`config.mk`:
```
export PLATFORM = sky130hd
export DESIGN_NAME = refclk_strobe_div
export DESIGN_NICKNAME = d
export VERILOG_FILES = /design/src/rtl/strobe_div_pkg.sv /design/src/rtl/base_tick_gen.sv /design/src/rtl/rate_tick_gen.sv /design/src/rtl/refclk_strobe_div.sv
export SDC_FILE = /design/constraint.sdc
export NUM_CORES = 1
export LEC_CHECK = 0
export ABC_CLOCK_PERIOD_IN_PS = 3950
export BUFFER_PORTS_ARGS = -buffer_cell sky130_fd_sc_hd__buf_2
export CAP_MARGIN = 15
export CORE_AREA = 3 3 40 42
export CTS_CLUSTER_SIZE = 30
export DETAILED_ROUTE_END_ITERATION = 8
export DIE_AREA = 0 0 43 45
export GPL_ROUTABILITY_DRIVEN = 0
export PLACE_DENSITY = 0.61
export SLEW_MARGIN = 20
export SYNTH_ARGS = -nofsm -noshare
export SYNTH_HDL_FRONTEND = slang
export SYNTH_SLANG_ARGS = --single-unit
```
`constraint.sdc`:
```
create_clock -name clk -period 3.95 [get_ports clk]
set_input_delay 0.1975 -clock clk [delete_from_list [all_inputs] [get_ports clk]]
set_output_delay 0.1975 -clock clk [all_outputs]
set_load 0.02 [all_outputs]
```
`src/rtl/strobe_div_pkg.sv`:
```
package strobe_div_pkg;

  // Base-stage ratio for a given select value.
  function automatic int unsigned base_ratio(input logic sel,
                                             input int unsigned lo,
                                             input int unsigned hi);
    return sel ? hi : lo;
  endfunction

  // Rate-stage ratio: halves with each step of the code.
  function automatic int unsigned rate_ratio(input int unsigned code,
                                             input int unsigned max_code);
    return 32'd1 << (max_code - code);
  endfunction

endpackage

```
`src/rtl/base_tick_gen.sv`:
```
module base_tick_gen
  import strobe_div_pkg::*;
#(
  parameter int unsigned DIV_LO = 10,
  parameter int unsigned DIV_HI = 14
) (
  input  logic clk,
  input  logic rst,
  input  logic sel_in,
  output logic tick,
  output logic sel_active
);
  localparam int unsigned MAXD = (DIV_HI > DIV_LO) ? DIV_HI : DIV_LO;
  localparam int unsigned CW   = $clog2(MAXD);

  logic [CW-1:0] cnt;
  logic [CW-1:0] last;
  logic          sel_q;
  logic          wrap;

  always_comb last = CW'(base_ratio(sel_q, DIV_LO, DIV_HI) - 32'd1);
  assign wrap       = !rst && (cnt == last);
  assign tick       = wrap;
  assign sel_active = sel_q;

  always_ff @(posedge clk) begin
    if (rst) begin
      cnt   <= '0;
      sel_q <= sel_in;
    end else if (wrap) begin
      cnt   <= '0;
      sel_q <= sel_in;
    end else begin
      cnt   <= cnt + 1'b1;
    end
  end


  base_single_chk: assert property (@(posedge clk) disable iff (rst)
    tick |=> !tick);


  base_sel_hold_chk: assert property (@(posedge clk) disable iff (rst)
    !tick |=> $stable(sel_active));


  base_cnt_bound_chk: assert property (@(posedge clk) disable iff (rst)
    cnt <= last);


  base_reset_clear_chk: assert property (@(posedge clk)
    rst |=> (cnt == '0));

endmodule

```
`src/rtl/rate_tick_gen.sv`:
```
module rate_tick_gen
  import strobe_div_pkg::*;
#(
  parameter int unsigned CODE_W = 2
) (
  input  logic              clk,
  input  logic              rst,
  input  logic              base_tick,
  input  logic [CODE_W-1:0] code_in,
  output logic              tick,
  output logic [CODE_W-1:0] code_active
);
  localparam int unsigned MAXC = (32'd1 << CODE_W) - 32'd1;
  localparam int unsigned CW   = (MAXC > 0) ? MAXC : 1;

  logic [CW-1:0]     cnt;
  logic [CW-1:0]     last;
  logic [CODE_W-1:0] code_q;
  logic              wrap;

  always_comb last = CW'(rate_ratio(32'(code_q), MAXC) - 32'd1);
  assign wrap        = base_tick && (cnt == last);
  assign tick        = wrap;
  assign code_active = code_q;

  always_ff @(posedge clk) begin
    if (rst) begin
      cnt    <= '0;
      code_q <= code_in;
    end else if (base_tick) begin
      if (wrap) begin
        cnt    <= '0;
        code_q <= code_in;
      end else begin
        cnt    <= cnt + 1'b1;
      end
    end
  end


  rate_code_hold_chk: assert property (@(posedge clk) disable iff (rst)
    !tick |=> $stable(code_active));


  rate_idle_hold_chk: assert property (@(posedge clk) disable iff (rst)
    !base_tick |=> $stable(cnt));


  rate_cnt_bound_chk: assert property (@(posedge clk) disable iff (rst)
    cnt <= last);

endmodule

```
`src/rtl/refclk_strobe_div.sv`:
```
module refclk_strobe_div #(
  parameter int unsigned DIV_LO = 10,
  parameter int unsigned DIV_HI = 14,
  parameter int unsigned CODE_W = 2
) (
  input  logic              clk,
  input  logic              rst,
  input  logic              mode_hi,
  input  logic [CODE_W-1:0] rate_code,
  output logic              tclk_stb,
  output logic              txclk_stb
);
  localparam int unsigned MAXC = (32'd1 << CODE_W) - 32'd1;

  logic              base_tick;
  logic              base_sel;
  logic              rate_tick;
  logic [CODE_W-1:0] rate_code_q;

  base_tick_gen #(.DIV_LO(DIV_LO), .DIV_HI(DIV_HI)) u_base (
    .clk       (clk),
    .rst       (rst),
    .sel_in    (mode_hi),
    .tick      (base_tick),
    .sel_active(base_sel)
  );

  rate_tick_gen #(.CODE_W(CODE_W)) u_rate (
    .clk        (clk),
    .rst        (rst),
    .base_tick  (base_tick),
    .code_in    (rate_code),
    .tick       (rate_tick),
    .code_active(rate_code_q)
  );

  assign tclk_stb  = base_tick;
  assign txclk_stb = rate_tick;


  tx_in_tclk_chk: assert property (@(posedge clk) disable iff (rst)
    txclk_stb |-> tclk_stb);


  fastest_code_chk: assert property (@(posedge clk) disable iff (rst)
    (tclk_stb && (rate_code_q == CODE_W'(MAXC))) |-> txclk_stb);


  reset_quiet_chk: assert property (@(posedge clk)
    rst |-> (!tclk_stb && !txclk_stb));


  base_sel_capture_chk: assert property (@(posedge clk) disable iff (rst)
    tclk_stb |=> (base_sel == $past(mode_hi)));

endmodule

```
Yosys cells after proc, flatten, opt, wreduce, memory -nomap -nowiden
Index checks and enable logic that the tools add are counted.
Storage, ports and cells
  register bits after elaboration: 10
  input bits: 5
  output and inout bits: 2
  logic and storage cells: 26
Operators by class
  $add $sub $neg: 5
  eq/ne operators: 2
  shift-type cells: 1
  muxes and demuxes: 7
  reduce and logical (&&, ||, !) cells: 7
Operators by type and width (number)
  1-bit by 32-bit left shift with 3-bit output, first input constant: 1
  2-bit 2-to-1 mux: 3
  3-bit 2-to-1 mux: 2
  4-bit by 1-bit adder with 4-bit output, second input constant: 1
  4-bit equality test: 1
  2-bit nonzero test: 2
  4-bit by 1-bit subtractor with 4-bit output, second input constant: 1
  3-bit by 1-bit adder with 3-bit output, second input constant: 1
  3-bit equality test: 1
  2-bit by 2-bit subtractor with 3-bit output, first input constant: 1
  3-bit by 1-bit subtractor with 3-bit output, second input constant: 1
  1-bit logical AND: 2
  1-bit 2-to-1 mux: 2
  2-bit AND reduction: 1
  2-bit OR reduction: 1
  1-bit zero test: 1

Longest topological paths before layout
Gate-level depths: netlist of run 1.
  word-level depth: 8
  depth in mapped cells: 6
  gate-level depth less buffers: 6

By module
From an unflattened synthesis of run 1, not the netlist that was laid out.
Second synthesis, totals
  cell total of the unflattened synthesis: 45
  area total of the unflattened synthesis: 486.7 um^2
Modules (own cells, without submodules)
  rate_tick_gen: times used 1, cells an instance 26, area an instance 267.8 um^2, sequential area each 120.1 um^2
  base_tick_gen: times used 1, cells an instance 19, area an instance 219.0 um^2, sequential area each 110.1 um^2

Worst setup path after synthesis of run 1
Ideal clock, no wire load.
  kind: register to output
  start point: register u_rate.code_q[1] (netlist: u_rate.code_active[1])
  end point: output txclk_stb
  arrival time: 1.206 ns
  data required time: 3.753 ns
  setup slack: 2.547 ns
  cell stages (with the launch flop): 5
  buffers on the path: 0
  path through: edfxtp_1 > nor4bb_1 > a22oi_1 > and2_1 > nor2_1
On the way
  word-level cells in the longest chain between the ends: 5
Ends and longest elaborated chain
  from (decl): line rate_tick_gen.sv:18  | logic [CODE_W-1:0] code_q;
  from (signal assigned): line rate_tick_gen.sv:29  | code_q <= code_in;
  from (signal assigned): line rate_tick_gen.sv:33  | code_q <= code_in;
  2-bit by 2-bit subtractor with 3-bit output: line strobe_div_pkg.sv:13  | return 32'd1 << (max_code - code);
  1-bit by 32-bit left shift with 3-bit output: line strobe_div_pkg.sv:13
  3-bit by 1-bit subtractor with 3-bit output: line rate_tick_gen.sv:21  | always_comb last = CW'(rate_ratio(32'(code_q), MAXC) - 32'd1);
  3-bit equality test: line rate_tick_gen.sv:22  | assign wrap = base_tick && (cnt == last);
  1-bit logical AND: line rate_tick_gen.sv:22
  to (decl): line refclk_strobe_div.sv:11  | output logic txclk_stb
Every way passes these cells.

Worst setup path in the final report of run 1
Ends and elaborated chain as after synthesis.

==> results of run 1 <==
==> worst max-delay path, delay by kind of cell (launching register included) <==
family | cells | cell delay, ns
flip-flops | 1 | 0.36
AND/OR/NAND/NOR | 3 | 0.58
buffers and inverters | 1 | 0.17
AO/OA/AOI/OAI | 1 | 0.17
==> state kept, by name (all words and copies together), names as in the netlist <==
name                flops
u_rate.cnt              3
u_base.cnt              4
u_base.sel_active       1
u_rate.code_active      2
==> worst paths after layout <==
path,endpoint,slack [ns],cells past startpoint
min,u_rate.code_active[1]$_DFFE_PP_,0.11,1
max reg2reg,u_rate.code_active[1]$_DFFE_PP_,2.38,4
max,txclk_stb,2.22,5
min reg2reg,u_base.cnt[0]$_SDFF_PP0_,0.47,1
==> power breakdown <==
group	leakage, nW	internal, W	switching [W]	total [W]
clock	0.0150	0.0000389	0.0000312	0.0000701
combinational	0.130	0.00000780	0.00000636	0.0000142
sequential	0.0864	0.000111	0.00000354	0.000114
==> area by class of cell <==
class	count	share of cell area, %
clock buffers	4	4.677
inverters	4	2.673
multi-input cells	30	42.98
flip-flops and latches	10	40.98
well taps	15	3.341
repair buffers	6	5.345
==> layer usage <==
layer	wire, um	track usage (%)	vias to the layer above
met5	0	0	-
met4	9	7.229	0
met3	39	4.781	2
met2	335	14.67	7
met1	359	11.33	144
li1	-	-	179
==> layout by cell type (no fill, tap or decap), types with 2 or more instances in the layout <==
cell type,instances
clkbuf_4,3
nor2_1,5
ha_1,3
buf_2,6
xnor2_1,2
inv_1,3
dfxtp_1,7
edfxtp_1,3
==> through the flow <==
| stage | hold slack, ns | setup WS (ns) |
|---|---|---|
| 2_1_floorplan | 0.2964 | 2.547 |
| 3_3_place_gp | 0.3740 | 2.450 |
| 3_5_place_dp | 0.3767 | 2.371 |
| 5_1_grt | 0.09593 | 2.036 |
| 4_1_cts | 0.1086 | 2.195 |
| 6_report | 0.1147 | 2.217 |
==> cells by family after synthesis <==
| logic type | count (synthesis) |
|---|---|
| and+or+nand+nor | 17 |
| buffers and inverters | 4 |
| adders and majority gates | 3 |
| muxes | 1 |
| xor gates and xnor gates | 3 |
| AOI/OAI and AO/OA | 6 |
| DFF | 10 |
==> impl_metrics.tcl, run 1 <==
set metrics [dict create \
    overflow 0 \
    ff_latch_area_um2 230.2 \
    syn_nets 52 \
    min_period_over_period_pct 43.87 \
    areaGrowthSynthToFinish_pct 15.42 \
    grt_pass1_wl_mm 1.338 \
    antenna_cells 0 \
    crit_fanout 4 \
    cts_setup_buffers 0 \
    grt_pass1_vias 321 \
    synth-compound-area-share_pct 9.769 \
    ir_drop_v 0.0002594 \
    die-area_mm2 0.001935 \
    final_hold_viol_count 0 \
    drt-pass1-iter-count 2 \
    arrival_ns 1.54 \
    critPathLaunchType "register" \
    cts_hold_buffers 0 \
    synth_warnings 0 \
    ctsResizeCount 0 \
    timing.slew.headroom_pct 82.24 \
    drc 0 \
    io_pins 7 \
    critical_path.startpoint "u_rate.code_active[1]$_DFFE_PP_" \
    core-area_mm2 0.001285 \
    totalPowerFinal_w 0.0001984 \
    status "completed" \
    cp_slowest_cell "edfxtp_1" \
    rsz0062_at_grt "false" \
    rows 13 \
    multiInputGateArea_um2 241.5 \
    power_density_mw_per_mm2 353.1 \
    crit_type "reg -> out" \
    yosys.area.top_type_share_pct 28.79 \
    r2r-start "u_rate.code_active[1]$_DFFE_PP_" \
    first_iter_violations 8 \
    syn_area_per_cell_um2 11.06 \
    slowest_delay_ns 0.36 \
    cts_tree "yes" \
    clk_latency_ns 0.25 \
    synth_xor_area_share_pct 5.398 \
    die_w_um 43 \
    wl_per_cell_um 10.77 \
    cts_buffers 3 \
    max_freq_mhz 577.0 \
    cts-htree-levels 1 \
    worstHoldPathType "in -> reg" \
    cts_sinks 10 \
    cts_buffer_depth 2 \
    synth_area_um2 486.7 \
    yosysSeqAreaShare_pct 47.30 \
    synth_top_family_by_area "simple AND/OR/NAND/NOR gates" \
    min_from "rate_code[1]" \
    synth_most_common_cell "dfxtp_1" \
    synth.top_cells.by_count "7 x dfxtp_1, 5 x nor2_1, 3 x edfxtp_1, 3 x ha_1, 3 x inv_1" \
    p_leak_nw 0.2316 \
    ys_ff_latch 10 \
    grt_max_degree 8 \
    drv_slew 0 \
    cp-end-kind "primary output" \
    vias 332 \
    finalSetupTns_ns 0 \
    n_fill_cell 128 \
    final_core_util_pct 43.72 \
    worst_ep_required_time_ns 3.75 \
    drive_gt1_share_pct 24.07 \
    drt-total-wl_um 743 \
    die_y_um 45 \
    final_nets 63 \
    final_cells 69 \
    synthSimpleGateAreaFrac_pct 24.68 \
    synth_cells 44 \
    cp_cell_sequence "nor4bb_1 -> a22oi_1 -> and2_1 -> nor2_1 -> buf_2" \
    start_util_pct 37.88 \
    antenna_found_initial 0 \
    placed_cell_area_um2 535.5 \
    io_buffers 6 \
    track_usage_pct 9.983 \
    dp_hpwl_um 611.9 \
    cap_violations 0 \
    synthAdderAreaFrac_pct 7.712 \
    worst_pin_slew_ns 0.2628 \
    root_buffer "clkbuf_4" \
    design_area_um2 561.8 \
    finalSetupViolCount 0 \
    placed_cells 65 \
    synth.area.mux_share_pct 2.057 \
    path_clk_slew_ns 0.06 \
    ys_types 27 \
    synth_edf_count 3 \
    period_needed_ns 1.733 \
    synth-main-ff-cell "dfxtp_1" \
    ys_top_cells_by_area "dfxtp_1 29%, edfxtp_1 19%, ha_1 7.7%, nor2_1 3.9%, xnor2_1 3.6%" \
    ant_nets 0 \
    routed_via_density 4.812 \
    yosysTopAreaCell "dfxtp_1" \
    synthArstFlopShare_pct 0 \
    clock_skew_ns 0.001946 \
]
Note: power is estimated with default switching activity, not from simulation.
==> run 2, diff against run 1 <==
--- a/config.mk
+++ b/config.mk
@@ -5,7 +5,7 @@
 export SDC_FILE = /design/constraint.sdc
 export NUM_CORES = 1
 export LEC_CHECK = 0
-export ABC_CLOCK_PERIOD_IN_PS = 3950
+export ABC_CLOCK_PERIOD_IN_PS = 1800
 export BUFFER_PORTS_ARGS = -buffer_cell sky130_fd_sc_hd__buf_2
 export CAP_MARGIN = 15
 export CORE_AREA = 3 3 40 42
==> constraint.sdc (replaced) <==
create_clock -name clk -period 1.8 [get_ports clk]
set_input_delay 0.09 -clock clk [delete_from_list [all_inputs] [get_ports clk]]
set_output_delay 0.09 -clock clk [all_outputs]
set_load 0.02 [all_outputs]
==> impl_metrics.tcl, run 2 (synthesized netlist as in run 1, its figures left out) <==
set metrics [dict create \
    status "completed" \
    drc 0 \
    grt_max_degree 8 \
    ant_nets 0 \
    root_buffer "clkbuf_4" \
    finalSetupViolCount 0 \
    final_hold_viol_count 0 \
    drt-total-wl_um 781 \
    worst_pin_slew_ns 0.2774 \
    dp_hpwl_um 611.9 \
    io_pins 7 \
    drt-pass1-iter-count 4 \
    wl_per_cell_um 11.00 \
    cts_buffer_depth 2 \
    critPathLaunchType "register" \
    first_iter_violations 3 \
    finalSetupTns_ns 0 \
    start_util_pct 37.88 \
    placed_cells 65 \
    period_needed_ns 1.642 \
    die_w_um 43 \
    cp.buffers_inverters 1 \
    final_cells 71 \
    cts_setup_buffers 0 \
    vias 354 \
    arrival_ns 1.55 \
    cp_slowest_cell "edfxtp_1" \
    max_freq_mhz 609.0 \
    grt_pass1_wl_mm 1.338 \
    grt_pass1_vias 321 \
    cp-end-kind "primary output" \
    io_buffers 6 \
    place_ws_ns 0.2215 \
    path_clk_slew_ns 0.06 \
    final_cell_mix "7 x dfxtp_1, 6 x buf_2, 5 x nor2_1" \
    routed_via_density 4.986 \
    power_density_mw_per_mm2 748.5 \
    crit_type "reg -> out" \
    final.setup.worst_slack_ns 0.1580 \
    antenna_found_initial 0 \
    n_fill_cell 123 \
    cts-htree-levels 1 \
    placed_cell_area_um2 535.5 \
    final_nets 65 \
    die-area_mm2 0.001935 \
    cap_violations 0 \
    cts_buffers 3 \
    drive_gt1_share_pct 25.00 \
    worst_ep_required_time_ns 1.71 \
    worstHoldPathType "in -> reg" \
    die_y_um 45 \
    overflow 0 \
    drv_slew 0 \
    clk_latency_ns 0.26 \
    cp_cell_sequence "nor4bb_2 -> a22oi_1 -> and2_1 -> nor2_1 -> buf_2" \
    top_register "u_base.cnt" \
    min_period_over_period_pct 91.22 \
    design_area_um2 588.1 \
    clock_skew_ns 0.001426 \
    areaGrowthSynthToFinish_pct 20.82 \
    p_leak_nw 0.2411 \
    timing.slew.headroom_pct 81.51 \
    slowest_delay_ns 0.42 \
    antenna_cells 0 \
    rsz0062_at_grt "false" \
    ir_drop_v 0.0005701 \
    largest_reg_flops 4 \
    core-area_mm2 0.001285 \
    rows 13 \
    track_usage_pct 9.983 \
    crit_fanout 4 \
    cts_tree "yes" \
    crit_family "simple AND/OR/NAND/NOR gates" \
    layout_commonest_cell "dfxtp_1" \
    cts_sinks 10 \
]
[run 2: final timing paths]
| path | from | to | slack, ns | cells after the start |
|---|---|---|---|---|
| max | u_rate.code_active[0]$_DFFE_PP_ | txclk_stb | 0.16 | 5 |
| min | rate_code[0] | u_rate.code_active[0]$_DFFE_PP_ | 0.03 | 1 |
| max reg2reg | u_rate.cnt[2]$_SDFFE_PP0P_ | u_rate.code_active[1]$_DFFE_PP_ | 0.23 | 4 |
| min reg2reg | u_base.cnt[0]$_SDFF_PP0_ | u_base.cnt[0]$_SDFF_PP0_ | 0.47 | 1 |
[run 2: cell type report]
type / instances / area (um2) / area share, %
clock buffer: 4 / 26.28 / 4.468
inverter: 4 / 15.01 / 2.553
multi-input combinational: 30 / 247.7 / 42.13
sequential: 10 / 230.2 / 39.15
tap: 15 / 18.77 / 3.191
timing repair buffer: 8 / 50.05 / 8.511
[run 2: metal layers]
metal | up-vias | wire (um) | part of all wire (%) | track usage [%]
li1 | 183 | - | - | -
met3 | 2 | 56 | 7.2 | 4.781
met5 | - | 0 | 0 | 0
met4 | 0 | 9 | 1.2 | 7.229
met1 | 156 | 356 | 46 | 11.33
met2 | 13 | 358 | 46 | 14.67
[run 2: metrics by stage]
step	utilization [%]	power (W)	hold WS, ns
after floorplan	-	0.0002765	0.1889
after global placement	41.67	0.0002856	0.2665
after detailed placement	41.67	0.0002870	0.2692
after CTS	43.72	0.0004423	0.001118
after global routing	45.76	0.0004686	0.008778
final	45.76	0.0004402	0.02800
[run 2: what timing repair did]
| item | in CTS | in global routing |
|---|---|---|
| endpoints found under the hold margin | 0 | 2 |
| hold buffers | 0 | 2 |
| setup endpoints to repair | 0 | 1 |
| resized for setup | 0 | 1 |
[run 2: report_power, final]
part | total, W | switching (W) | leakage (nW) | internal (W)
sequential | 0.000250 | 0.00000785 | 0.0864 | 0.000243
clock | 0.000154 | 0.0000691 | 0.0150 | 0.0000854
combinational | 0.0000353 | 0.0000147 | 0.140 | 0.0000206
total | 0.000440 | 0.0000916 | 0.241 | 0.000349
==> run 3, diff against run 2 <==
--- a/config.mk
+++ b/config.mk
@@ -13,7 +13,8 @@
 export DETAILED_ROUTE_END_ITERATION = 8
 export DIE_AREA = 0 0 43 45
 export GPL_ROUTABILITY_DRIVEN = 0
-export PLACE_DENSITY = 0.61
+export PLACE_DENSITY = 0.59
+export SETUP_SLACK_MARGIN = 0.4
 export SLEW_MARGIN = 20
 export SYNTH_ARGS = -nofsm -noshare
 export SYNTH_HDL_FRONTEND = slang
==> impl_metrics.tcl, run 3 (synthesized netlist as in run 1, its figures left out) <==
set metrics [dict create \
    status "completed" \
    ff2ff_setup_slack_ns 0.25 \
    drt-pass1-iter-count 4 \
    power_density_mw_per_mm2 727.8 \
    drt-total-wl_um 917 \
    clk_latency_ns 0.26 \
    final_hold_viol_count 0 \
    worstHoldPathType "in -> reg" \
    drc 0 \
    r2r-start "u_rate.code_active[0]$_DFFE_PP_" \
    ant_nets 0 \
    drv_slew 0 \
    path_clk_slew_ns 0.07 \
    pwr-share-seq_pct 50.6 \
    layout_commonest_cell "dfxtp_1" \
    p_comb_share_pct 9.7 \
    swShare_pct 20.43 \
    rows 13 \
    first_iter_violations 1 \
    clock_skew_ns 0.001203 \
    rsz0062_at_grt "true" \
    finalSetupTns_ns 0 \
    root_buffer "clkbuf_4" \
    antenna_cells 0 \
    design_area_um2 685.7 \
    overflow 0 \
    worst_ep_required_time_ns 1.71 \
    start_util_pct 37.88 \
    arrival_ns 1.50 \
    grt_pass1_wl_mm 1.359 \
    min_period_over_period_pct 88.23 \
    largest_reg_flops 4 \
    die-area_mm2 0.001935 \
    grt_max_degree 8 \
    p_leak_nw 0.2798 \
    grt_pass1_vias 349 \
    whs_path_depth 3 \
    antenna_found_initial 0 \
    cp-end-kind "primary output" \
    final_cell_mix "5 x dfxtp_1, 4 x nor2_1, 4 x buf_2" \
    worst_pin_slew_ns 0.2497 \
    pwr-share-clk_pct 39.7 \
    cap_violations 0 \
    routed_via_density 4.813 \
    io_buffers 6 \
    min_from "rst" \
    wl_per_cell_um 12.23 \
    cts_buffer_depth 2 \
    cts_tree "yes" \
    final_core_util_pct 53.36 \
    die_y_um 45 \
    io_pins 7 \
    areaGrowthSynthToFinish_pct 40.87 \
    drive_gt1_share_pct 43.33 \
    placed_cell_area_um2 535.5 \
    internal_power_w 0.0003970 \
    vias 361 \
    track_usage_pct 9.388 \
    cts-htree-levels 1 \
    max_freq_mhz 629.7 \
    final_nets 69 \
    critPathLaunchType "register" \
    power.switching_w 0.0001020 \
    die_w_um 43 \
    reg2reg_to "u_rate.code_active[1]$_DFFE_PP_" \
    finalSetupViolCount 0 \
    crit_fanout 4 \
    dp_hpwl_um 599.7 \
    period_needed_ns 1.588 \
    hold_end "u_rate.cnt[2]$_SDFFE_PP0P_" \
    top_register "u_base.cnt" \
    cts_buffers 3 \
    cts_sinks 10 \
    core-area_mm2 0.001285 \
    ir_drop_v 0.0004620 \
    ff2ff_path_depth 4 \
    timing.slew.headroom_pct 83.26 \
    crit_type "reg -> out" \
]
-- run 3: power by group through the flow --
| stage | clock network, W | logic, W | registers (W) |
|---|---|---|---|
| detailed placement | 0 | 0.0000308 | 0.000255 |
| finish | 0.000198 | 0.0000484 | 0.000253 |
| global route | 0.000212 | 0.0000541 | 0.000254 |
| CTS | 0.000204 | 0.0000378 | 0.000250 |
| floorplan | 0 | 0.0000229 | 0.000254 |
| global placement | 0 | 0.0000308 | 0.000255 |
-- run 3: cell type report --
class,instances,area [um2]
clock buffer,4,36.28
fill,120,599.3
inverter,4,15.01
multi-input combinational,30,287.8
sequential,10,232.7
tap,15,18.77
timing repair buffer,12,95.09
-- run 3: worst max path at each step --
| stage | start | end | slack, ns |
|---|---|---|---|
| 4_1_cts | u_rate.code_active[1]$_DFFE_PP_ | txclk_stb | 0.22 |
| 3_5_place_dp | u_rate.code_active[1]$_DFFE_PP_ | u_rate.code_active[0]$_DFFE_PP_ | 0.30 |
| 5_1_grt | u_rate.code_active[0]$_DFFE_PP_ | txclk_stb | 0.11 |
| 6_report | u_rate.code_active[0]$_DFFE_PP_ | txclk_stb | 0.21 |
| 2_1_floorplan | u_rate.code_active[1]$_DFFE_PP_ | u_rate.code_active[0]$_DFFE_PP_ | 0.40 |
| 3_3_place_gp | u_rate.code_active[1]$_DFFE_PP_ | u_rate.code_active[1]$_DFFE_PP_ | 0.30 |
-- run 3: timing repair --
| item | CTS | global route |
|---|---|---|
| endpoints found under the setup margin | 4 | 4 |
| hold buffers | 3 | 0 |
| setup buffers | 2 | 1 |
| gates resized for setup | 3 | 13 |
| endpoints found under the hold margin | 3 | 0 |
| pin swaps | 6 | 6 |
-- run 3: through the flow --
step / total power [W] / worst slack, ns / instances / hold slack (ns)
after CTS: 0.0004915 / 0.2242 / 74 / 0.1822
after global routing: 0.0005195 / 0.1114 / 75 / 0.2101
after detailed placement: 0.0002861 / 0.3005 / 65 / 0.2704
final: 0.0004990 / 0.2119 / 75 / 0.1823
after global placement: 0.0002857 / 0.2955 / 65 / 0.2696
after floorplan: 0.0002765 / 0.4010 / 44 / 0.1889
-- run 3: metal layers --
layer  global-route usage, %  routed length [um]
met5                       0                   0
met4                   7.229                   6
met3                   1.195                  20
met2                   15.57                 491
met1                   11.06                 398
-- run 3: worst max-delay path, cell delays in order (launching register included) --
cell	delay, ns
edfxtp_1	0.41
nor4bb_4	0.33
a22oi_2	0.12
and2_4	0.18
nor2_4	0.08
buf_6	0.12
